### config.mk
export PLATFORM = sky130hd
export DESIGN_NAME = ea_sequencer
export DESIGN_NICKNAME = d
export VERILOG_FILES = /design/src/rtl/ea_seq_pkg.sv /design/src/rtl/ea_mode_decode.sv /design/src/rtl/ea_index_sel.sv /design/src/rtl/ea_sequencer.sv
export SDC_FILE = /design/constraint.sdc
export NUM_CORES = 1
export LEC_CHECK = 0
export ABC_AREA = 1
export BUFFER_PORTS_ARGS = -buffer_cell sky130_fd_sc_hd__clkbuf_2
export CORE_MARGIN = 4
export CORE_UTILIZATION = 30
export DETAILED_ROUTE_END_ITERATION = 7
export PLACE_DENSITY = 0.62
export SETUP_SLACK_MARGIN = 0.05
export SKIP_CTS_REPAIR_TIMING = 1
export SYNTH_ARGS = -nofsm -noshare
export SYNTH_HDL_FRONTEND = slang
export SYNTH_HIERARCHICAL = 1
export SYNTH_SLANG_ARGS = --single-unit
### constraint.sdc
create_clock -name clk -period 3.4 [get_ports clk]
set_input_delay 0.34 -clock clk [delete_from_list [all_inputs] [get_ports clk]]
set_output_delay 0.34 -clock clk [all_outputs]
set_load 0.05 [all_outputs]
### src/rtl/ea_seq_pkg.sv
package ea_seq_pkg;

  typedef struct packed {
    logic       legal;
    logic       imm;
    logic       ind;
    logic       pinc;
    logic [1:0] idx;
  } mode_dec_t;

  typedef enum logic [1:0] {
    S_IDLE = 2'd0,
    S_RD   = 2'd1,
    S_WR   = 2'd2
  } seq_state_t;

endpackage

### src/rtl/ea_mode_decode.sv
module ea_mode_decode
  import ea_seq_pkg::*;
#(
  parameter int MODE_W = 8
) (
  input  logic [MODE_W-1:0] mode,
  output mode_dec_t         dec
);

  localparam int HI_W = MODE_W - 6;

  logic hi_zero;
  logic bit_mem, bit_imm, bit_ind, bit_pinc;

  assign hi_zero  = (mode[MODE_W-1:6] == {HI_W{1'b0}});
  assign bit_mem  = mode[0];
  assign bit_imm  = mode[1];
  assign bit_ind  = mode[2];
  assign bit_pinc = mode[3];

  always_comb begin
    dec.imm  = bit_imm;
    dec.ind  = bit_ind;
    dec.pinc = bit_pinc;
    dec.idx  = mode[5:4];
    if (!hi_zero || !bit_mem) begin
      dec.legal = 1'b0;
    end else if (bit_imm) begin
      dec.legal = (mode[5:2] == 4'd0);
    end else begin
      dec.legal = !(bit_pinc && !bit_ind);
    end
  end

endmodule

### src/rtl/ea_index_sel.sv
module ea_index_sel #(
  parameter int DATA_W  = 16,
  parameter int NUM_IDX = 4,
  localparam int SEL_W  = $clog2(NUM_IDX)
) (
  input  logic [(NUM_IDX-1)*DATA_W-1:0] idx_regs,
  input  logic [SEL_W-1:0]              sel,
  output logic [DATA_W-1:0]             idx_val
);

  logic [DATA_W-1:0] bank [NUM_IDX];

  assign bank[0] = '0;

  for (genvar g = 1; g < NUM_IDX; g++) begin : g_bank
    assign bank[g] = idx_regs[(g-1)*DATA_W +: DATA_W];
  end

  assign idx_val = bank[sel];

endmodule

### src/rtl/ea_sequencer.sv
module ea_sequencer
  import ea_seq_pkg::*;
#(
  parameter int DATA_W  = 16,
  parameter int MODE_W  = 8,
  parameter int NUM_IDX = 4
) (
  input  logic              clk,
  input  logic              rst,
  input  logic              start,
  input  logic [MODE_W-1:0] mode,
  input  logic [DATA_W-1:0] opnd,
  input  logic [DATA_W-1:0] ix,
  input  logic [DATA_W-1:0] iy,
  input  logic [DATA_W-1:0] sp,
  output logic              mem_req,
  output logic              mem_we,
  output logic [DATA_W-1:0] mem_addr,
  output logic [DATA_W-1:0] mem_wdata,
  input  logic [DATA_W-1:0] mem_rdata,
  input  logic              mem_rdy,
  output logic              busy,
  output logic              done,
  output logic [DATA_W-1:0] result,
  output logic              res_is_value,
  output logic              bad_mode
);

  localparam int SEL_W = $clog2(NUM_IDX);
  localparam logic [DATA_W-1:0] ONE = {{(DATA_W-1){1'b0}}, 1'b1};

  seq_state_t        state;
  mode_dec_t         dec;
  logic [DATA_W-1:0] idx_live;
  logic [DATA_W-1:0] idx_q;
  logic              pinc_q;
  logic [DATA_W-1:0] add_base;
  logic [DATA_W-1:0] add_off;
  logic [DATA_W-1:0] add_sum;
  logic [DATA_W-1:0] ptr_next;
  logic              accept;

  ea_mode_decode #(.MODE_W(MODE_W)) u_dec (
    .mode (mode),
    .dec  (dec)
  );

  ea_index_sel #(.DATA_W(DATA_W), .NUM_IDX(NUM_IDX)) u_idx (
    .idx_regs ({sp, iy, ix}),
    .sel      (dec.idx[SEL_W-1:0]),
    .idx_val  (idx_live)
  );

  assign accept   = start && (state == S_IDLE);
  assign add_base = (state == S_IDLE) ? opnd : mem_rdata;
  assign add_off  = (state == S_IDLE) ? idx_live : idx_q;
  assign add_sum  = add_base + add_off;
  assign ptr_next = mem_rdata + ONE;
  assign busy     = (state != S_IDLE);

  always_ff @(posedge clk) begin
    if (rst) begin
      state        <= S_IDLE;
      mem_req      <= 1'b0;
      mem_we       <= 1'b0;
      mem_addr     <= '0;
      mem_wdata    <= '0;
      done         <= 1'b0;
      result       <= '0;
      res_is_value <= 1'b0;
      bad_mode     <= 1'b0;
      idx_q        <= '0;
      pinc_q       <= 1'b0;
    end else begin
      done <= 1'b0;
      case (state)
        S_IDLE: begin
          if (accept) begin
            res_is_value <= 1'b0;
            bad_mode     <= 1'b0;
            if (!dec.legal) begin
              bad_mode <= 1'b1;
              result   <= '0;
              done     <= 1'b1;
            end else if (dec.imm) begin
              result       <= opnd;
              res_is_value <= 1'b1;
              done         <= 1'b1;
            end else if (!dec.ind) begin
              result <= add_sum;
              done   <= 1'b1;
            end else begin
              state    <= S_RD;
              mem_req  <= 1'b1;
              mem_we   <= 1'b0;
              mem_addr <= opnd;
              idx_q    <= idx_live;
              pinc_q   <= dec.pinc;
            end
          end
        end
        S_RD: begin
          if (mem_rdy) begin
            result <= add_sum;
            if (pinc_q) begin
              state     <= S_WR;
              mem_we    <= 1'b1;
              mem_wdata <= ptr_next;
            end else begin
              state   <= S_IDLE;
              mem_req <= 1'b0;
              done    <= 1'b1;
            end
          end
        end
        S_WR: begin
          if (mem_rdy) begin
            state   <= S_IDLE;
            mem_req <= 1'b0;
            mem_we  <= 1'b0;
            done    <= 1'b1;
          end
        end
        default: begin
          state   <= S_IDLE;
          mem_req <= 1'b0;
          mem_we  <= 1'b0;
        end
      endcase
    end
  end

  // reset leaves the block idle with the bus released
  a_r10_reset_idle: assert property (@(posedge clk)
    rst |=> (!mem_req && !done && !busy));

  // bus fields hold during wait states
  a_r8_bus_hold: assert property (@(posedge clk) disable iff (rst)
    (mem_req && !mem_rdy) |=> (mem_req && $stable(mem_addr) &&
                               $stable(mem_we) && $stable(mem_wdata)));

  // a write only starts right after a completed read
  a_r6_read_before_write: assert property (@(posedge clk) disable iff (rst)
    $rose(mem_we) |-> $past(mem_req && mem_rdy && !mem_we));

  // immediate operand is returned next cycle with no bus traffic
  a_r1_imm_value: assert property (@(posedge clk) disable iff (rst)
    (accept && dec.legal && dec.imm) |=>
      (done && res_is_value && !mem_req && result == $past(opnd)));

  // illegal byte completes with the flag and without a request
  a_r7_illegal_no_bus: assert property (@(posedge clk) disable iff (rst)
    (accept && !dec.legal) |=> (done && bad_mode && !mem_req));

  // done is a single-cycle strobe
  a_r11_done_pulse: assert property (@(posedge clk) disable iff (rst)
    done |=> !done);

  // a start while busy does not restart the bus address
  a_r9_busy_ignore: assert property (@(posedge clk) disable iff (rst)
    (busy && mem_req && !mem_rdy && start) |=> $stable(mem_addr));

endmodule

# Word-level counts from Yosys, hierarchy flattened
# Cells that the tools add are included.
[classes]
add_sub_neg = 2
multipliers = 0
div_mod_pow = 0
magnitude_cmp = 1
n_eq_ne = 11
n_shift = 0
mux = 47
bitwise_logic = 2
n_reduce_logical = 19
[ops]
columns = ["operator", "n"]
rows = [
  ["16-bit 2-to-1 mux", 9],
  ["16-bit binary-select mux with 2-bit select", 1],
  ["16-bit one-hot mux with 2 select lines", 1],
  ["1-bit 2-to-1 mux", 25],
  ["16-bit by 1-bit adder with 16-bit output, second input constant", 1],
  ["16-bit adder", 1],
  ["2-bit inequality test, second input constant", 8],
  ["2-bit 2-to-1 mux", 7],
  ["7-bit AND reduction", 2],
  ["1-bit one-hot mux with 3 select lines", 3],
  ["2-bit one-hot mux with 3 select lines", 1],
  ["6-bit AND reduction", 1],
  ["5-bit AND reduction", 1],
  ["1-bit logical NOT", 4],
  ["2-bit logical NOT", 2],
  ["4-bit logical NOT", 1],
  ["4-bit inequality test, second input constant", 1],
  ["4-bit AND reduction", 1],
  ["2-bit nonzero test", 2],
  ["3-bit greater-or-equal comparator, second input constant", 1],
  ["2-bit inverter with 3-bit output", 1],
  ["3-bit AND reduction", 1],
  ["2-bit by 1-bit equality test with 1-bit output, second input constant", 1],
  ["2-bit equality test, second input constant", 1],
  ["4 further kinds", 5],
]
[word_totals]
reg_bits = 72
latchBits = 0
ramBits = 0
romBits = 0
output_inout_bits = 54
wordCells = 93
n_memories = 0

# Longest topological paths before layout
# Gate-level depths: netlist of the first run.
[depth]
word_depth = 11
depth_mapped = 21
mapped_depth_nobuf = 18

# Modules after synthesis
# The synthesis of the first run kept the hierarchy.
[by_module_without_submodules]
columns = ["mod", "instances", "cells_per_inst", "area_each_um2", "seq_area_each_um2"]
rows = [
  ["ea_sequencer", 1, 722, 4591.9, 1441.4],
  ["ea_index_sel", 1, 120, 520.5, 0.0],
  ["ea_mode_decode", 1, 13, 70.1, 0.0],
]

# Worst setup path after synthesis of the first run
# OpenSTA, ideal clock, no wires.
[synth_timing]
kind = "flip-flop to flip-flop"
start = "register state[1]"
end = "register result[7]"
setup_ns = 0.120
arrival_ns = 2.413
setup_slack_ns = 0.867
stages_incl_launch_ff = 14
period_less_slack_ns = 2.533
path_cell_list = "dfxtp_1 > nor2_4 > inv_2 > buf_1 > nand2_1 > nand2_1 > ha_1 > nand2_1 > inv_1 > a21oi_1 > nand2_1 > xor2_1 > o21ai_0 > a21oi_1"
[synth_via]
elab_chain_cells = 8
word_cells_on_any_way = 17
[synth_rtl]
columns = ["item", "line", "source"]
rows = [
  ["start: declaration", "ea_sequencer.sv:32", "seq_state_t state;"],
  ["start signal: assignment", "ea_sequencer.sv:63", "state <= S_IDLE;"],
  ["start signal: assignment", "ea_sequencer.sv:93", "state <= S_RD;"],
  ["start signal: assignment", "ea_sequencer.sv:106", "state <= S_WR;"],
  ["2-bit logical NOT", "--", ""],
  ["16-bit 2-to-1 mux, on equally long branches", "ea_sequencer.sv:55, ea_sequencer.sv:56", ""],
  ["16-bit adder", "ea_sequencer.sv:57", "assign add_sum = add_base + add_off;"],
  ["16-bit 2-to-1 mux", "ea_sequencer.sv:89", "end else if (!dec.ind) begin"],
  ["16-bit 2-to-1 mux", "ea_sequencer.sv:85", "end else if (dec.imm) begin"],
  ["16-bit 2-to-1 mux", "ea_sequencer.sv:81", "if (!dec.legal) begin"],
  ["16-bit 2-to-1 mux", "ea_sequencer.sv:78", "if (accept) begin"],
  ["16-bit one-hot mux with 2 select lines", "ea_sequencer.sv:76", "case (state)"],
  ["end signal: assignment", "ea_sequencer.sv:86", "result <= opnd;"],
  ["end signal: assignment", "ea_sequencer.sv:90", "result <= add_sum;"],
  ["end signal: assignment", "ea_sequencer.sv:104", "result <= add_sum;"],
  ["end: declaration", "ea_sequencer.sv:24", "output logic [DATA_W-1:0] result,"],
]
# Several ways; a longest one is shown, not always the timed one. The select of a mux whose other input is x is not followed.
# A chain may end at the register's enable or synchronous reset.

# Worst setup path in the final report of the first run
[layout_timing]
start = "register state[1]"
end = "register result[12]"
# The elaborated chain is that of the path after synthesis.

==> summary.txt, run 1 <==
Critical path
  – Nature of the critical path endpoint: register
  – Slowest stage delay, CP: 480 ps
  – Required time worst endpoint: 3670 ps
  – Critical R2R Capture: result[12]$_SDFFE_PP0P_
  – R2R depth: 13
  – Worst setup endpoint: result[12]$_SDFFE_PP0P_
  – R2R Setup Slk: 780 ps
  – Startpoint types: register
  – Critical path peak fanout: 29
  – Critical path's top delay family: compound AO/OA/AOI/OAI gates
  – R2R Path Start: state[1]$_SDFFE_PP0P_
  – WP depth: 13
  – Cell Chain, Critical Path: nor2_4 -> buf_4 -> o21ai_0 -> ha_1 -> fa_1 -> nand2_1 -> a21oi_1 -> nand3_1 -> nand3_1 -> nand2_1 -> nand3_1 -> nand2_1 -> a21oi_1
  – CP Launch Point: state[1]$_SDFFE_PP0P_
  – WP data arrival: 2890 ps
  – Buf/Inv on CP: 1
  – Crit path kind: register to register
  – Crit-path slowest cell: dfxtp_1

Power and ir drop
  – Worst vdd ir: 215 uV
  – PD cells: 380 nW/um^2
  – Leakage power: 3.39 nW
  – Power Total: 2.39 mW

Synthesis
  – Most frequent cells after synthesis: nand2_1 (252), nor2_1 (112), inv_1 (106)
  – Largest area contributor in the netlist: dfxtp_1
  – Netlist cell types: 44
  – Most common cell in the netlist: nand2_1
  – Post-synth EDFFs: 0
  – Post-Synthesis Cells: 855
  – Most used DFF post-synth: dfxtp_1
  – Mapped Nets: 964
  – Mean post-synth cell area: 6.06 sq um
  – Yosys warning count: 6
  – Mapped cell area: 5180 sq um
  – Synth area leaders: dfxtp_1 (28%), nand2_1 (18%), nor2_1 (8.1%)
  – Share of the synthesized area in the top cell type: 27.8%
  – Register area share after synthesis: 27.8%
  – Asr flop ratio synth: 0%
  – Flops & latches, synth: 72

Drt
  – Routed wire per std cell: 14.0 um
  – DRC: 0
  – Final wirelength: 16900 um
  – DR iter-0 viols: 317
  – Routed Antenna Nets: 0
  – Vias after detailed routing: 5571
  – DR pass1 iterations: 5
  – Vias per cell: 4.62

Timing
  – Least-Margin Pin Slew: 625 ps
  – Final setup vio count: 0
  – Final min period: 2620 ps
  – Final Max Tran Viols: 0
  – Slew headroom: 58.3%
  – RSZ-0062 raised after global routing: no
  – TNS Setup: 0 ps
  – Fin. Hold Viols: 0
  – Fmax achieved: 0.381 GHz
  – Fin crit share: 77.1%
  – Skew final: 7.28 ps

Placement
  – Placer congestion estimate: 0.977
  – Port bufs: 145
  – Post-DP HPWL: 13600 um

Die
  – Row count: 47
  – Core box area: 16800 sq um
  – Die Y: 139 um
  – Starting Density: 30.9%
  – Boundary Pins: 146
  – Full die area: 19400 sq um
  – Die Span X: 139 um

Cells and area
  – Antenna Cells: 0
  – Final nets: 1091
  – Synthesis-to-finish area growth: 21.7%
  – Fill count: 1883
  – Ratio of cells with drive above 1 in the final layout: 21.2%

CTS
  – Sink Count: 72
  – Root buffer cell: clkbuf_16
  – CTS max path bufs: 2
  – CTS buffer count: 9
  – CTS tree: done
  – H-Tree Depth: 3
  – CTS clk-pin slew, worst paths: 60 ps
  – Skew-Pair Late Insertion Delay: 350 ps

Global route
  – Global-route wire length before repair: 27400 um
  – Grt met2 use: 29.2%
  – Initial antenna violation count: 0
  – GR Util All Layers: 17.4%
  – Met1 Track Usage GR: 22.7%
  – Total grt overflow: 0
  – Number of global-route vias before repair: 5373
  – Largest net degree at the start of global routing: 34
  – GR Util met3: 4.01%
  – Busiest grt layer: met2

Job
  – Max_cap viols: 0

Min path
  – Tightest Hold Check Type: primary input to register

Outcome
  – Status: complete, no violations
==> power breakdown <==
part / total (mW) / switching (mW) / leakage (nW) / internal [mW]
Clock: 0.981 / 0.391 / 0.145 / 0.590
Combinational: 0.549 / 0.365 / 2.66 / 0.183
Sequential: 0.864 / 0.00703 / 0.583 / 0.857
Total: 2.39 / 0.764 / 3.39 / 1.63
==> registers in the layout (all words and copies together), names as in the netlist <==
signal / cells
pinc_q: 1
done: 1
state: 2
mem_wdata: 16
idx_q: 16
mem_we: 1
mem_addr: 16
bad_mode: 1
res_is_value: 1
result: 16
mem_req: 1
==> worst register-to-register path, cell delays in order (launching register included) <==
cell and delay [ps]:
dfxtp_1 480, nor2_4 90, buf_4 230, o21ai_0 290, ha_1 270, fa_1 220, nand2_1 100, a21oi_1 310
nand3_1 170, nand3_1 110, nand2_1 50, nand3_1 70, nand2_1 60, a21oi_1 110
==> kinds of logic (layout without fill, tap and decap cells) <==
family / after synthesis / count (layout) / share of synthesized area [%]
XOR/XNOR: 14 / 14 / 2.37
flip-flops: 72 / 72 / 27.8
buffers and inverters: 157 / 289 / 13.5
AO/OA/AOI/OAI: 136 / 136 / 14.5
adder cells (fa/ha/maj): 17 / 17 / 4.25
AND/OR/NAND/NOR: 459 / 459 / 37.5
==> how the worst min path moves through the flow <==
stage | start | end | slack, ps | cells after the start
4_1_cts | mem_rdata[0] | mem_wdata[0]$_SDFFE_PP0P_ | 250 | 2
5_1_grt | mem_rdata[0] | mem_wdata[0]$_SDFFE_PP0P_ | 290 | 2
3_5_place_dp | result[12]$_SDFFE_PP0P_ | result[12]$_SDFFE_PP0P_ | 460 | 2
3_3_place_gp | result[10]$_SDFFE_PP0P_ | result[10]$_SDFFE_PP0P_ | 460 | 2
6_report | mem_rdata[0] | mem_wdata[0]$_SDFFE_PP0P_ | 270 | 2
2_1_floorplan | mem_rdata[0] | mem_wdata[0]$_SDFFE_PP0P_ | 430 | 1
==> through the flow <==
stage	cells	worst slack, ps	util, %	hold WS [ps]	area (sq um)
after floorplan	855	867	-	430	5180
after global placement	1191	608	35.8	458	6000
after detailed placement	1191	582	35.8	458	6000
after CTS	1207	783	37.6	254	6310
after global routing	1207	472	37.6	290	6310
final	1207	778	37.6	271	6310
==> layout make-up <==
cell class,instances,area (sq um),area share (%)
clock inverters,6,67.6,1.07
multi-input cells,626,3040,48.2
flip-flops and latches,72,1440,22.9
repair buffers,152,778,12.3
inverters,121,465,7.38
well taps,220,275,4.37
clock buffers,10,239,3.79
==> routing by layer <==
metal  wire length [um]  share of wire (%)  up-vias
met2               8030                 48      144
met3                980                5.8       23
met1               7620                 45     2455
met4                250                1.5        0
met5                  0                  0        -
li1                   -                  -     2949
==> layout by cell type, fill, tap and decap left out, drive strengths merged <==
cell type	instances
xnor2	2
and2	2
nor2	124
clkbuf	155
xor2	12
ha	16
a31oi	3
o211a	1
nand3b	3
a211oi	3
nor3	7
o21ai	82
a21boi	1
nand2	255
a221oi	1
inv	120
a21oi	42
dfxtp	72
clkinvlp	2
nand4	9
clkinv	4
o211ai	3
nand3	56
fa	1
bufinv	1
buf	7
nor4	3
Note: power is estimated with default switching activity, not from simulation.
==> run 2: changes to the inputs <==
- clock period: 3.4 -> 2.7 ns (I/O delays scaled with it)
==> summary.txt, run 2 (synthesized netlist as in run 1, its figures left out) <==
CTS
  – CTS clk-pin slew, worst paths: 60 ps (about the same)
  – CTS max path bufs: 2 (unchanged)
  – CTS tree: done (unchanged)
  – Root buffer cell: clkbuf_16 (unchanged)
  – Skew-Pair Late Insertion Delay: 350 ps (about the same)
  – CTS buffer count: 9 (unchanged)
  – Sink Count: 72 (unchanged)
  – H-Tree Depth: 3 (unchanged)

Power and ir drop
  – PD cells: 469 nW/um^2 (was 380 nW/um^2)
  – Clock group share of total power: 40.3% (was 41.0%)
  – NetSw: 962 uW (was 764 uW)
  – Power Total: 3.00 mW (was 2.39 mW)
  – Pint: 2.03 mW (was 1.63 mW)
  – Comb pwr share: 23.4% (was 22.9%)
  – Sw Share: 32.1% (was 31.9%)
  – Sequential Power Share: 36.3% (was 36.1%)
  – Leakage power: 3.42 nW (was 3.39 nW)
  – Worst vdd ir: 321 uV (was 215 uV)

Timing
  – Least-Margin Pin Slew: 595 ps (was 625 ps)
  – TNS Setup: 0 ps (unchanged)
  – RSZ-0062 raised after global routing: yes (was no)
  – Final Max Tran Viols: 0 (unchanged)
  – Slew headroom: 60.0% (was 58.3%)
  – Fin crit share: 91.6% (was 77.1%)
  – Skew final: 5.64 ps (was 7.28 ps)
  – Fmax achieved: 0.404 GHz (was 0.381 GHz)
  – Final setup vio count: 0 (unchanged)
  – Final min period: 2470 ps (was 2620 ps)
  – Fin. Hold Viols: 0 (unchanged)
  – Min setup slack post-route: 226 ps (was 778 ps)

Critical path
  – Required time worst endpoint: 2950 ps (was 3670 ps)
  – Startpoint types: register (unchanged)
  – Nature of the critical path endpoint: register (unchanged)
  – WP data arrival: 2720 ps (was 2890 ps)
  – Buf/Inv on CP: 2 (was 1)
  – Crit path kind: register to register (unchanged)
  – Critical path peak fanout: 8 (was 29)
  – Cell Chain, Critical Path: nor2_4 -> buf_4 -> buf_4 -> nand2_1 -> o21ai_0 -> ha_1 -> nand2_1 -> nor2_1 -> nand3_1 -> nand3_1 -> nand2_1 -> nand3_1 -> nand2_1 -> a21oi_1 -> nor2_1 (was nor2_4 -> buf_4 -> o21ai_0 -> ha_1 -> fa_1 -> nand2_1 -> a21oi_1 -> nand3_1 -> nand3_1 -> nand2_1 -> nand3_1 -> nand2_1 -> a21oi_1)
  – Critical path's top delay family: simple AND/OR/NAND/NOR gates (was compound AO/OA/AOI/OAI gates)
  – R2R depth: 15 (was 13)
  – WP depth: 15 (was 13)
  – Slowest stage delay, CP: 430 ps (was 480 ps)
  – Crit-path slowest cell: ha_1 (was dfxtp_1)
  – CP dominant cell by count: nand2_1

Die
  – Full die area: 19400 sq um (unchanged)
  – Starting Density: 30.9% (unchanged)
  – Die Y: 139 um (unchanged)
  – Die Span X: 139 um (unchanged)
  – Boundary Pins: 146 (unchanged)
  – Core box area: 16800 sq um (unchanged)
  – Row count: 47 (unchanged)

Global route
  – Global-route wire length before repair: 27100 um (was 27400 um)
  – Number of global-route vias before repair: 5292 (was 5373)
  – Total grt overflow: 0 (unchanged)
  – Largest net degree at the start of global routing: 43 (was 34)
  – GR Util All Layers: 17.3% (was 17.4%)
  – Initial antenna violation count: 0 (unchanged)

Cells and area
  – Fill count: 1880 (was 1883)
  – Synthesis-to-finish area growth: 23.2% (was 21.7%)
  – Final Core Density: 38.1% (was 37.6%)
  – Antenna Cells: 0 (unchanged)
  – Most common cell after layout, fill and taps aside: nand2_1 (unchanged)
  – Final cell count without fillers: 1213 (was 1207)
  – Final nets: 1097 (was 1091)
  – Most frequent cells in the layout: nand2_1 (252), clkbuf_2 (145), nor2_1 (112) (unchanged)
  – Ratio of cells with drive above 1 in the final layout: 22.1% (was 21.2%)

Min path
  – Tightest Hold Check Type: primary input to register (unchanged)
  – Worst hold path depth: 2 (unchanged)

Drt
  – Vias per cell: 4.63 (was 4.62)
  – DRC: 0 (unchanged)
  – DR pass1 iterations: 5 (unchanged)
  – Routed wire per std cell: 13.9 um (was 14.0 um)
  – Routed Antenna Nets: 0 (unchanged)
  – Final wirelength: 16800 um (was 16900 um)
  – Vias after detailed routing: 5614 (was 5571)
  – DR iter-0 viols: 298 (was 317)

Outcome
  – Status: complete, no violations (unchanged)

Placement
  – Post-DP HPWL: 13600 um (about the same)
  – Pre-CTS setup slack: 178 ps (was 582 ps)
  – Placed insts: 1195 (was 1191)
  – Port bufs: 145 (unchanged)
  – Placer congestion estimate: 0.912 (was 0.977)

Job
  – Max_cap viols: 0 (unchanged)
## run 2: changes by cell type in the layout (fill, tap and decap cells not counted), moves of 2 or more
cell / previous run / this run
buf_4: 7 / 11
ha_1: 16 / 14
buf_12: 0 / 2
ha_2: 0 / 2
## run 2: per-stage QoR
step / hold WS, ps / instance area, sq um
finish: 197 / 6390
global route: 205 / 6390
CTS: 183 / 6350
detailed placement: 459 / 6050
global placement: 453 / 6050
floorplan: 360 / 5180
## run 2: path summary, 6_finish.rpt
path                           start                         to  slack (ps)
max reg2reg    state[0]$_SDFFE_PP0P_     result[9]$_SDFFE_PP0P_         230
min                     mem_rdata[0]  mem_wdata[0]$_SDFFE_PP0P_         200
max            state[0]$_SDFFE_PP0P_     result[9]$_SDFFE_PP0P_         230
min reg2reg  result[10]$_SDFFE_PP0P_    result[10]$_SDFFE_PP0P_         470
## run 2: power by group through the flow
stage               registers (mW)  clock network, mW  logic [mW]
finish                        1.09               1.21       0.700
floorplan                     1.16                  0       0.422
global placement              1.11                  0       0.694
detailed placement            1.11                  0       0.692
global route                  1.09               1.29       0.786
CTS                           1.09               1.24       0.695
## run 2: layout make-up
cell class | instances | area [sq um] | share of cell area [%]
clock buffer | 10 | 229 | 3.58
clock inverter | 6 | 67.6 | 1.06
tap | 220 | 275 | 4.31
multi-input combinational | 626 | 3060 | 47.9
timing repair buffer | 158 | 848 | 13.3
sequential | 72 | 1440 | 22.6
inverter | 121 | 468 | 7.33
## run 2: metal layers
metal,part of all wire [%],global-route usage [%],vias up
met4,1.1,4.79,0
li1,-,-,2955
met1,45,22.3,2537
met3,4.8,3.50,12
met2,49,29.3,110
met5,0,0,-
